## src/rtl/dct_pkg.sv

```systemverilog
package dct_pkg;

  typedef enum logic [1:0] {
    SRC_INT  = 2'b00,
    SRC_EXT  = 2'b01,
    SRC_CASC = 2'b10,
    SRC_OFF  = 2'b11
  } src_e;

  // control word, LSB first: run, rep, alt, irq_en, src[1:0]
  typedef struct packed {
    src_e src;
    logic irq_en;
    logic alt;
    logic rep;
    logic run;
  } ctrl_t;

  localparam int CTRL_W = 6;

  localparam logic [1:0] ADDR_CTRL = 2'd0;
  localparam logic [1:0] ADDR_CNT  = 2'd1;
  localparam logic [1:0] ADDR_CMPA = 2'd2;
  localparam logic [1:0] ADDR_CMPB = 2'd3;

endpackage

```

## src/rtl/dct_rst_sync.sv

```systemverilog
module dct_rst_sync #(
  parameter int STAGES = 2
) (
  input  logic clk_i,
  input  logic rst_ni,
  output logic rst_no
);
  logic [STAGES-1:0] chain_q;

  always_ff @(posedge clk_i or negedge rst_ni) begin
    if (!rst_ni) chain_q <= '0;
    else         chain_q <= {chain_q[STAGES-2:0], 1'b1};
  end

  assign rst_no = chain_q[STAGES-1];
endmodule

```

## src/rtl/dct_tick_gen.sv

```systemverilog
module dct_tick_gen
  import dct_pkg::*;
#(
  parameter int PRESC = 4,
  parameter int SYNC  = 2
) (
  input  logic clk_i,
  input  logic rst_ni,
  input  logic run_i,
  input  src_e src_i,
  input  logic ext_i,
  input  logic casc_i,
  output logic tick_o
);
  localparam int PW = (PRESC > 1) ? $clog2(PRESC) : 1;
  localparam logic [PW-1:0] PLAST = PW'(PRESC - 1);

  logic [PW-1:0]   psc_q, psc_d;
  logic [SYNC-1:0] sync_q;
  logic            prev_q;
  logic            int_tick, ext_rise;

  always_comb begin
    psc_d = psc_q;
    if (!run_i)              psc_d = '0;
    else if (psc_q == PLAST) psc_d = '0;
    else                     psc_d = psc_q + PW'(1);
  end

  assign int_tick = run_i && (psc_q == PLAST);
  assign ext_rise = sync_q[SYNC-1] && !prev_q;

  always_comb begin
    unique case (src_i)
      SRC_INT:  tick_o = int_tick;
      SRC_EXT:  tick_o = ext_rise;
      SRC_CASC: tick_o = casc_i;
      default:  tick_o = 1'b0;
    endcase
  end

  always_ff @(posedge clk_i or negedge rst_ni) begin
    if (!rst_ni) begin
      psc_q  <= '0;
      sync_q <= '0;
      prev_q <= 1'b0;
    end else begin
      psc_q  <= psc_d;
      sync_q <= {sync_q[SYNC-2:0], ext_i};
      prev_q <= sync_q[SYNC-1];
    end
  end
endmodule

```

## src/rtl/dct_count_core.sv

```systemverilog
module dct_count_core #(
  parameter int W = 16
) (
  input  logic         clk_i,
  input  logic         rst_ni,
  input  logic         adv_i,
  input  logic         alt_i,
  input  logic [W-1:0] lim_a_i,
  input  logic [W-1:0] lim_b_i,
  input  logic         ld_i,
  input  logic [W-1:0] ld_val_i,
  output logic [W-1:0] cnt_o,
  output logic         sel_o,
  output logic         term_o,
  output logic         last_o
);
  logic [W-1:0] cnt_q, cnt_d, inc, lim;
  logic         sel_q, sel_d;

  always_comb begin
    inc    = cnt_q + W'(1);
    lim    = (alt_i && sel_q) ? lim_b_i : lim_a_i;
    term_o = adv_i && (inc == lim);
    last_o = term_o && (!alt_i || sel_q);

    cnt_d = cnt_q;
    if (ld_i)        cnt_d = ld_val_i;
    else if (term_o) cnt_d = '0;
    else if (adv_i)  cnt_d = inc;

    sel_d = sel_q;
    if (!alt_i)      sel_d = 1'b0;
    else if (term_o) sel_d = !sel_q;
  end

  always_ff @(posedge clk_i or negedge rst_ni) begin
    if (!rst_ni) begin
      cnt_q <= '0;
      sel_q <= 1'b0;
    end else begin
      cnt_q <= cnt_d;
      sel_q <= sel_d;
    end
  end

  assign cnt_o = cnt_q;
  assign sel_o = sel_q;
endmodule

```

## src/rtl/dct_out_stage.sv

```systemverilog
module dct_out_stage (
  input  logic clk_i,
  input  logic rst_ni,
  input  logic term_i,
  input  logic adv_i,
  input  logic run_i,
  input  logic irq_en_i,
  input  logic alt_i,
  input  logic sel_i,
  output logic tc_o,
  output logic irq_o,
  output logic tout_o
);
  logic tc_q, irq_q, low_q;
  logic tc_d, irq_d, low_d;

  always_comb begin
    tc_d  = term_i;
    irq_d = term_i && irq_en_i;
    low_d = low_q;
    if (term_i)                low_d = 1'b1;
    else if (adv_i || !run_i)  low_d = 1'b0;
  end

  always_ff @(posedge clk_i or negedge rst_ni) begin
    if (!rst_ni) begin
      tc_q  <= 1'b0;
      irq_q <= 1'b0;
      low_q <= 1'b0;
    end else begin
      tc_q  <= tc_d;
      irq_q <= irq_d;
      low_q <= low_d;
    end
  end

  assign tc_o   = tc_q;
  assign irq_o  = irq_q;
  assign tout_o = alt_i ? !sel_i : !low_q;
endmodule

```

## src/rtl/dct_top.sv

```systemverilog
module dct_top
  import dct_pkg::*;
#(
  parameter int W     = 16,
  parameter int PRESC = 4
) (
  input  logic         clk_i,
  input  logic         rst_ni,
  input  logic         reg_wr_i,
  input  logic [1:0]   reg_addr_i,
  input  logic [W-1:0] reg_wdata_i,
  output logic [W-1:0] reg_rdata_o,
  input  logic         ext_cnt_i,
  input  logic         casc_tick_i,
  output logic         irq_o,
  output logic         tc_o,
  output logic         tmr_out_o
);
  logic         rst_n_s;
  ctrl_t        ctrl_q, ctrl_d;
  logic [W-1:0] lim_a_q, lim_a_d, lim_b_q, lim_b_d;
  logic [W-1:0] cnt;
  logic         sel, term, last, tick, adv, run, ld_cnt;

  dct_rst_sync #(.STAGES(2)) u_rst (
    .clk_i  (clk_i),
    .rst_ni (rst_ni),
    .rst_no (rst_n_s)
  );

  assign run    = ctrl_q.run;
  assign adv    = tick && run;
  assign ld_cnt = reg_wr_i && (reg_addr_i == ADDR_CNT);

  always_comb begin
    ctrl_d  = ctrl_q;
    lim_a_d = lim_a_q;
    lim_b_d = lim_b_q;
    if (reg_wr_i && reg_addr_i == ADDR_CTRL) ctrl_d = ctrl_t'(reg_wdata_i[CTRL_W-1:0]);
    else if (last && !ctrl_q.rep)            ctrl_d.run = 1'b0;
    if (reg_wr_i && reg_addr_i == ADDR_CMPA) lim_a_d = reg_wdata_i;
    if (reg_wr_i && reg_addr_i == ADDR_CMPB) lim_b_d = reg_wdata_i;
  end

  always_ff @(posedge clk_i or negedge rst_n_s) begin
    if (!rst_n_s) begin
      ctrl_q  <= '0;
      lim_a_q <= '0;
      lim_b_q <= '0;
    end else begin
      ctrl_q  <= ctrl_d;
      lim_a_q <= lim_a_d;
      lim_b_q <= lim_b_d;
    end
  end

  always_comb begin
    reg_rdata_o = '0;
    unique case (reg_addr_i)
      ADDR_CTRL: begin
        reg_rdata_o[CTRL_W-1:0] = ctrl_q;
        reg_rdata_o[CTRL_W]     = sel;
      end
      ADDR_CNT:  reg_rdata_o = cnt;
      ADDR_CMPA: reg_rdata_o = lim_a_q;
      default:   reg_rdata_o = lim_b_q;
    endcase
  end

  dct_tick_gen #(.PRESC(PRESC), .SYNC(2)) u_tick (
    .clk_i  (clk_i),
    .rst_ni (rst_n_s),
    .run_i  (run),
    .src_i  (ctrl_q.src),
    .ext_i  (ext_cnt_i),
    .casc_i (casc_tick_i),
    .tick_o (tick)
  );

  dct_count_core #(.W(W)) u_core (
    .clk_i    (clk_i),
    .rst_ni   (rst_n_s),
    .adv_i    (adv),
    .alt_i    (ctrl_q.alt),
    .lim_a_i  (lim_a_q),
    .lim_b_i  (lim_b_q),
    .ld_i     (ld_cnt),
    .ld_val_i (reg_wdata_i),
    .cnt_o    (cnt),
    .sel_o    (sel),
    .term_o   (term),
    .last_o   (last)
  );

  dct_out_stage u_out (
    .clk_i    (clk_i),
    .rst_ni   (rst_n_s),
    .term_i   (term),
    .adv_i    (adv),
    .run_i    (run),
    .irq_en_i (ctrl_q.irq_en),
    .alt_i    (ctrl_q.alt),
    .sel_i    (sel),
    .tc_o     (tc_o),
    .irq_o    (irq_o),
    .tout_o   (tmr_out_o)
  );
endmodule

```

## config.mk

```make
export PLATFORM = sky130hd
export DESIGN_NAME = dct_top
export DESIGN_NICKNAME = d
export VERILOG_FILES = /design/src/rtl/dct_pkg.sv /design/src/rtl/dct_rst_sync.sv /design/src/rtl/dct_tick_gen.sv /design/src/rtl/dct_count_core.sv /design/src/rtl/dct_out_stage.sv /design/src/rtl/dct_top.sv
export SDC_FILE = /design/constraint.sdc
export NUM_CORES = 1
export LEC_CHECK = 0
export ABC_AREA = 1
export BUFFER_PORTS_ARGS = -buffer_cell sky130_fd_sc_hd__buf_2
export CAP_MARGIN = 20
export CORE_MARGIN = 10
export CORE_UTILIZATION = 40
export DETAILED_ROUTE_END_ITERATION = 16
export GPL_TIMING_DRIVEN = 0
export SYNTH_ARGS = -nofsm -noshare
export SYNTH_HDL_FRONTEND = slang
export SYNTH_SLANG_ARGS = --single-unit
```

## constraint.sdc

```tcl
create_clock -name clk_i -period 6.29 [get_ports clk_i]
set_clock_uncertainty 0.05 [all_clocks]
set_input_delay 0.629 -clock clk_i [delete_from_list [all_inputs] [get_ports clk_i]]
set_output_delay 0.629 -clock clk_i [all_outputs]
set_load 0.01 [all_outputs]
```

==> impl_metrics.json <==
{
  "end_kind": "output port",
  "post_cts_resized": 0,
  "dr.pass1.iters": 7,
  "crit_path_start_kind": "input port",
  "syn-instance-count": 587,
  "fin_crit_sh": 0.441,
  "cpPeakStageDelay_ns": 0.39,
  "synth-seq-cells": 65,
  "power_density_nw_per_um2": 329,
  "arrival_ns": 2.10,
  "crit_buf_inv": 5,
  "numCtsBuffers": 9,
  "ios": 42,
  "die_x_microns": 120,
  "synth_cell_types": 29,
  "drv_cap": 0,
  "initial_core_util": 0.410,
  "antenna_found_initial": 0,
  "ir_drop_mv": 0.142,
  "gp_congestion": 0.942,
  "worst_slew_pin_slew_ns": 0.848,
  "antenna_left": 0,
  "initialDrtViolationCount": 331,
  "cts_root_buffer": "clkbuf_8",
  "grt_pass1_wl_mm": 19.9,
  "slew_headroom": 0.434,
  "ctsLongestPathBuffers": 2,
  "clkTransAtPathRegs_ns": 0.07,
  "nFillCells": 1079,
  "synthesis.area_sq_um": 3990,
  "multi_input_area_sq_um": 1910,
  "rsz0062_at_grt": "no",
  "h-tree-depth": 3,
  "utilization": 0.471,
  "slowest_stage": "clkbuf_1",
  "hp-class": "flop to flop",
  "fin_setup_tns_ns": 0,
  "coreArea_sq_um": 9730,
  "die_h_microns": 120,
  "drc": 0,
  "syn_nets": 612,
  "hold_viol": 0,
  "grt_pass1_vias": 3760,
  "cts_sinks": 65,
  "dp_hpwl_mm": 9.64,
  "ys.warnings.count": 0,
  "reg2reg_slack_ns": 4.02,
  "path_class": "input port to output port",
  "grt_max_degree": 64,
  "cts_tree": "done",
  "areaGrowthSynthToFinish_pct": 14.7,
  "cp.required_ns": 5.61,
  "outcome": "finished clean",
  "avgViaCountPerCell": 5.12,
  "crit_chain": "buf_2, inv_1, nor2_1, clkbuf_1, inv_1, o22ai_1, a21oi_1, o21ai_0, buf_2",
  "seqCellArea_sq_um": 1630,
  "fin_crit_ns": 2.77,
  "crit_fanout": 10,
  "dieArea_sq_um": 14400,
  "fin_nets": 665,
  "ys_seq_area_frac": 0.408,
  "final_layout_size_suffix_gt1_frac": 0.128,
  "postRouteWirelength_mm": 12.4,
  "report.final.slew_viol_count": 0,
  "grt.total_usage": 0.175,
  "gr-total-overflow": 0,
  "p_leak_nw": 2.46,
  "portBuffers": 41,
  "vias": 3974,
  "finalPower_mw": 1.51,
  "wl_per_cell_microns": 15.9,
  "insertion_delay_ns": 0.35,
  "avgSynthCellArea_sq_um": 6.80,
  "setup_viol": 0,
  "critical-path-top-delay-family": "buffers and inverters",
  "num_rows": 36,
  "hold_ws_ns": 0.306,
  "max_clock_freq_mhz": 360,
  "antennaDiodeCount": 0
}
## synth_stat cells, drive strengths merged
master,instances,area share
o22ai,17,0.027
nand3b,4,0.0075
nand3,54,0.069
nand2,219,0.21
o221ai,5,0.011
clkbuf,11,0.010
nor2,36,0.044
clkinv,1,0.0022
buf,7,0.015
o21ai,47,0.059
inv,91,0.086
nand4,10,0.016
ha,2,0.0063
conb,1,0.00094
o2111ai,4,0.0088
a21oi,5,0.0063
or2,1,0.0016
o211ai,4,0.0075
dfrtp,65,0.41
nor3,3,0.0038
## kinds of logic after synthesis
kind of cell,count (synthesis),synth area share
flops,65,0.408
other cells,1,0.000940
simple gates,327,0.352
fa+ha+maj,2,0.00627
buf+inv,110,0.114
compound gates,82,0.119
## cells in the final DEF (no fill, tap or decap), types with 11 or more instances in the layout
master	count
nand2_1	213
inv_1	88
dfrtp_1	64
nand3_1	53
o21ai_0	43
buf_2	42
nor2_1	28
o22ai_1	17
clkbuf_8	12
clkbuf_1	11
## routing by layer
layer  global-route usage  vias to the layer above  routed length (microns)
li1                     -                     1981                        -
met4               0.0626                        0                      264
met3               0.0366                       20                      775
met2                0.269                      123                     5490
met5                    0                        -                        0
met1                0.239                     1850                     5830
## where the power goes
group          switching [mW]  internal [mW]
registers               0.103          0.506
logic                   0.339          0.180
clock network           0.168          0.211
## timing repair
item | CTS | global route
endpoints found under the hold margin | 2 | 0
hold buffers | 1 | 0
setup buffers | 0 | 0
## state kept, by name (all words and copies together), names as in the netlist
| signal | count |
|---|---|
| ctrl_q | 5 |
| lim_a_q | 16 |
| lim_b_q | 16 |
| run | 1 |
| u_core.cnt_o | 16 |
| u_core.sel_o | 1 |
| u_out.irq_o | 1 |
| u_out.low_q | 1 |
| u_out.tc_o | 1 |
| u_rst.chain_q | 2 |
| u_tick.prev_q | 1 |
| u_tick.psc_q | 2 |
| u_tick.sync_q | 2 |
## path summary, 6_finish.rpt
| kind | cells after the start | start | end |
|---|---|---|---|
| max | 9 | reg_addr_i[1] | reg_rdata_o[5] |
| min | 0 | u_tick.sync_q[0]$_DFF_PN0_ | u_tick.sync_q[1]$_DFF_PN0_ |
| max reg2reg | 15 | u_core.cnt_o[0]$_DFFE_PN0P_ | u_core.cnt_o[11]$_DFFE_PN0P_ |
| min reg2reg | 0 | u_tick.sync_q[0]$_DFF_PN0_ | u_tick.sync_q[1]$_DFF_PN0_ |
| max in group asynchronous | 0 | u_rst.chain_q[1]$_DFF_PN0_ | lim_a_q[15]$_DFFE_PN0P_ |
| min in group asynchronous | 0 | u_rst.chain_q[1]$_DFF_PN0_ | u_tick.sync_q[0]$_DFF_PN0_ |
## layout make-up
class,count,area share
Multi-Input combinational cell,412,0.417
Sequential cell,65,0.356
Inverter,92,0.0765
Timing Repair Buffer,42,0.0470
Tap cell,133,0.0363
Clock buffer,12,0.0361
Buffer,18,0.0224
Clock inverter,2,0.00820
## stage by stage
| stage | worst slack (ns) | area [sq um] | cells |
|---|---|---|---|
| 2_1_floorplan | 4.10 | 3990 | 587 |
| 3_3_place_gp | 3.50 | 4360 | 761 |
| 3_5_place_dp | 3.53 | 4370 | 761 |
| 4_1_cts | 3.52 | 4580 | 776 |
| 5_1_grt | 3.37 | 4580 | 776 |
| 6_report | 3.52 | 4580 | 776 |
Note: power is estimated with default switching activity, not from simulation.
